==> src/rtl/sfix_mul_pkg.sv <==
package sfix_mul_pkg;
  typedef enum logic [1:0] {
    SEL_LOW  = 2'b00,
    SEL_HSS  = 2'b01,
    SEL_HSU  = 2'b10,
    SEL_HUU  = 2'b11
  } mul_pick_e;
endpackage

==> src/rtl/sfix_mul_array.sv <==
module sfix_mul_array #(
  parameter int W = 32
) (
  input  logic [W-1:0]   mul_x,
  input  logic [W-1:0]   mul_y,
  output logic [2*W-1:0] mul_p
);
  localparam int PW = 2 * W;

  function automatic logic [PW-1:0] umul(input logic [W-1:0] x, input logic [W-1:0] y);
    logic [PW-1:0] xe;
    logic [PW-1:0] ye;
    xe = {{W{1'b0}}, x};
    ye = {{W{1'b0}}, y};
    return xe * ye;
  endfunction

  assign mul_p = umul(mul_x, mul_y);
endmodule

==> src/rtl/sfix_fix_stage.sv <==
module sfix_fix_stage #(
  parameter int W = 32
) (
  input  logic [W-1:0] word_in,
  input  logic [W-1:0] fix_opnd,
  input  logic         fix_sign,
  output logic [W-1:0] word_out
);
  // masked add: word + (mask & (opnd ^ mask)) + sign, carry-out discarded
  function automatic logic [W-1:0] masked_fix(input logic [W-1:0] w,
                                              input logic [W-1:0] o,
                                              input logic         s);
    logic [W-1:0] m;
    logic [W-1:0] t;
    m = {W{s}};
    t = m & (o ^ m);
    return w + t + {{(W-1){1'b0}}, s};
  endfunction

  logic [W-1:0] fixed_w;
  assign fixed_w  = masked_fix(word_in, fix_opnd, fix_sign);
  assign word_out = fixed_w;

  always_comb begin
    if (!fix_sign) begin

      pass_thru_chk: assert (word_out == word_in)
        else $error("stage altered word with sign clear");
    end else begin

      sub_fix_chk: assert (word_out + fix_opnd == word_in)
        else $error("stage did not subtract operand");
    end
  end
endmodule

==> src/rtl/sfix_pick_mux.sv <==
module sfix_pick_mux
  import sfix_mul_pkg::*;
#(
  parameter int W = 32
) (
  input  logic [1:0]   pick,
  input  logic [W-1:0] low_w,
  input  logic [W-1:0] hss_w,
  input  logic [W-1:0] hsu_w,
  input  logic [W-1:0] huu_w,
  output logic [W-1:0] pick_out
);
  mul_pick_e pk;
  assign pk = mul_pick_e'(pick);

  always_comb begin
    unique case (pk)
      SEL_LOW: pick_out = low_w;
      SEL_HSS: pick_out = hss_w;
      SEL_HSU: pick_out = hsu_w;
      SEL_HUU: pick_out = huu_w;
      default: pick_out = low_w;
    endcase
  end
endmodule

==> src/rtl/sfix_mul_unit.sv <==
module sfix_mul_unit
  import sfix_mul_pkg::*;
#(
  parameter int W = 32
) (
  input  logic [W-1:0] op_a,
  input  logic [W-1:0] op_b,
  input  logic [2:0]   op_sel,
  output logic [W-1:0] result
);
  localparam int PW = 2 * W;

  logic [PW-1:0] raw_prod;
  logic [W-1:0]  raw_lo;
  logic [W-1:0]  raw_hi;
  logic [W-1:0]  fix_a_hi;
  logic [W-1:0]  fix_ab_hi;
  logic          a_neg;
  logic          b_neg;

  assign a_neg = op_a[W-1];
  assign b_neg = op_b[W-1];

  sfix_mul_array #(.W(W)) u_array (
    .mul_x (op_a),
    .mul_y (op_b),
    .mul_p (raw_prod)
  );

  assign raw_lo = raw_prod[W-1:0];
  assign raw_hi = raw_prod[PW-1:W];

  // first stage: removes B * 2^W weight brought in by a negative A
  sfix_fix_stage #(.W(W)) u_fix_a (
    .word_in  (raw_hi),
    .fix_opnd (op_b),
    .fix_sign (a_neg),
    .word_out (fix_a_hi)
  );

  // second stage: removes A * 2^W weight brought in by a negative B
  sfix_fix_stage #(.W(W)) u_fix_b (
    .word_in  (fix_a_hi),
    .fix_opnd (op_a),
    .fix_sign (b_neg),
    .word_out (fix_ab_hi)
  );

  sfix_pick_mux #(.W(W)) u_pick (
    .pick     (op_sel[1:0]),
    .low_w    (raw_lo),
    .hss_w    (fix_ab_hi),
    .hsu_w    (fix_a_hi),
    .huu_w    (raw_hi),
    .pick_out (result)
  );

  always_comb begin
    if (op_sel[1:0] == SEL_LOW) begin

      low_word_chk: assert (result == raw_prod[W-1:0])
        else $error("low word not taken from raw product");
    end
    if (op_sel[1:0] == SEL_HUU) begin

      high_raw_chk: assert (result == raw_prod[PW-1:W])
        else $error("unsigned high word altered");
    end
    if (op_sel[1:0] == SEL_HSU && !a_neg) begin

      hsu_pos_chk: assert (result == raw_prod[PW-1:W])
        else $error("signed-unsigned high differs for non-negative A");
    end
    if (op_sel[1:0] == SEL_HSS && !a_neg && !b_neg) begin

      hss_pos_chk: assert (result == raw_prod[PW-1:W])
        else $error("signed high differs for non-negative operands");
    end
  end
endmodule

==> config.mk <==
export PLATFORM = sky130hd
export DESIGN_NAME = sfix_mul_unit
export DESIGN_NICKNAME = d
export VERILOG_FILES = /design/src/rtl/sfix_mul_pkg.sv /design/src/rtl/sfix_mul_array.sv /design/src/rtl/sfix_fix_stage.sv /design/src/rtl/sfix_pick_mux.sv /design/src/rtl/sfix_mul_unit.sv
export SDC_FILE = /design/constraint.sdc
export NUM_CORES = 2
export LEC_CHECK = 0
export BUFFER_PORTS_ARGS = -buffer_cell sky130_fd_sc_hd__buf_2
export CORE_MARGIN = 8
export CORE_UTILIZATION = 31
export DETAILED_ROUTE_END_ITERATION = 7
export GPL_ROUTABILITY_DRIVEN = 0
export PLACE_DENSITY = 0.52
export SLEW_MARGIN = 40
export SYNTH_ARGS = -nofsm -noshare
export SYNTH_HDL_FRONTEND = slang
export SYNTH_SLANG_ARGS = --single-unit
==> constraint.sdc <==
create_clock -name vclk -period 21.8
set_clock_uncertainty 0.15 [all_clocks]
set_input_delay 0 -clock vclk [all_inputs]
set_output_delay 0 -clock vclk [all_outputs]
set_load 0.01 [all_outputs]
==> results.toml <==
[status]
outcome = "complete, no violations"

[routing]
wl_per_cell_um = 18.1
drc_errors = 0
antenna_left = 0
first_iter_violations = 1376
wl_um = 105000
drtPass1Iterations = 5
highest_layer = "met5"
wl_met3_um = 4200
vias = 28100
wl_met2_um = 50300
vias_per_cell = 4.87
wl_met1_um = 48900

[min_path]
min_to = "result[1]"
hold_path_startpoint = "op_sel[0]"
min_path_type = "in -> out"
whs_path_depth = 3

[synth]
synth.distinct_cells = 80
synth_xor_area_frac = 0.0300
synth_fa_ha_area_frac = 0.592
synthCells = 4261
yosys_warnings = 0
yosys.area_share.simple = 0.183
synthesis.nets = 5547
synth.yosys.seq_area_share = 0
synth_top_family_by_area = "adder cells"
synth_area_per_cell_um2 = 8.73
syn_area_um2 = 37200
synth_compound_area_frac = 0.0640
muxShareOfSynthArea = 0.0163

[timing]
slew_headroom = 0.417
tns_ns = 0
finalCritPeriodShare = 0.630
worst_pin_slew_ns = 0.874
hold_viol_final = 0
fmax_ghz = 0.0728
timing.final.ws_setup_ns = 8.06
setup_viol_count_final = 0
slew_violations = 0
rsz0062_at_grt = "false"
period_needed_ns = 13.74

[layout]
clock_buffers = 0
layout_common_cells = "fa_1 (900), inv_1 (895), nand2_1 (636), and2_1 (485), ha_1 (319)"
fin_nets = 5441
seq_cells = 0
area.growth.synth_to_final_pct = 5.13
seqCellArea_um2 = 0
antenna_cells = 0
layout_commonest_cell = "fa_1"
final_layout_size_suffix_gt1_frac = 0.0424

[cts]
cts_setup_buffers = 0
postCtsHoldBufs = 0
cts_resized = 0

[setup_path]
arrival_ns = 13.59
worstPathRequired_ns = 21.65
crit_type = "in -> out"
cp_common_cell = "fa_1"
slowest_delay_ns = 0.64
end_kind = "output port"
cp_max_fo = 34
cp_slowest_cell = "nor4_1"
start_kind = "input port"

[floorplanning]
num_io_pins = 99
dieArea_um2 = 131000
start_util = 0.311
rows = 127
core_area_um2 = 119000
die_w_um = 363
die_height_um = 363

[global_routing]
grt_pass1_vias = 30600
antenna_found_initial = 8
grt_max_degree = 38
overflow = 0
grtUsageTotal = 0.162
grt_pass1_wl_um = 173000

[placed_design]
port_buffers = 98
dp_slack_ns = 8.13
hpwl_um = 85000

[flow_run]
cap_violations = 0
-- Yosys cell counts, types with 7 or more instances --
cell	count	area, um2
and2_1	485	3030
xnor2_1	70	613
buf_2	14	70.1
o21bai_1	14	105
clkbuf_1	210	788
nor2b_1	11	68.8
or3_1	8	50.1
o21ai_0	55	275
a31oi_1	13	81.3
inv_1	896	3360
nand4_1	19	119
fa_1	900	18000
nand2b_1	17	106
and3_1	15	93.8
ha_1	319	3990
nand3_1	32	160
nor4_1	7	43.8
a31o_2	7	61.3
nor3_1	20	100
nor2_1	126	473
a21oi_1	114	571
a211oi_1	11	82.6
buf_1	7	26.3
mux4_2	23	518
o211ai_1	14	105
xor2_1	47	412
a21o_1	49	368
o21a_1	10	75.1
nand2_1	636	2390
-- layout make-up --
cell class,instances,area (um2)
Tap cell,1612,2020
Timing Repair Buffer,123,771
Inverter,898,3370
Fill cell,12700,80400
Multi-Input combinational cell,3132,33000
-- worst max-delay path by stage --
stage | end | cells past startpoint | startpoint
6_report | result[27] | 43 | op_b[9]
5_1_grt | result[27] | 43 | op_b[9]
4_1_cts | result[27] | 45 | op_a[21]
3_5_place_dp | result[27] | 45 | op_a[21]
3_3_place_gp | result[26] | 44 | op_a[21]
2_1_floorplan | result[23] | 46 | op_a[21]
-- kinds of logic after synthesis --
logic type / count (synthesis)
and+or+nand+nor: 1399
xor gates and xnor gates: 121
AOI/OAI and AO/OA: 359
muxes: 31
buffers and inverters: 1129
adders and majority gates: 1222
-- metrics by stage --
stage                     std cells  utilization  cell area [um2]  hold slack (ns)
after floorplan                4261            -            37200            0.148
after global placement         5763        0.326            39000            0.570
after detailed placement       5764        0.327            39100            0.575
after CTS                      5764        0.327            39100            0.575
after global routing           5765        0.327            39100            0.625
final                          5765        0.327            39100            0.567
-- worst max-delay path, delay by kind of cell --
kind | cells | cell delay [ns]
AOI/OAI and AO/OA | 14 | 3.80
xor gates and xnor gates | 3 | 0.99
adders and majority gates | 12 | 5.68
buffers and inverters | 7 | 1.09
muxes | 1 | 0.56
and+or+nand+nor | 6 | 1.42
-- routing by layer --
metal  vias to the layer above  GRT usage
met1                     14900      0.234
met2                       603      0.280
met4                         4     0.0155
li1                      12500          -
met3                        82    0.00688
met5                         -          0
Power is not shown: default switching activity piles up to over one toggle a cycle in this logic, so the estimate is an artifact.
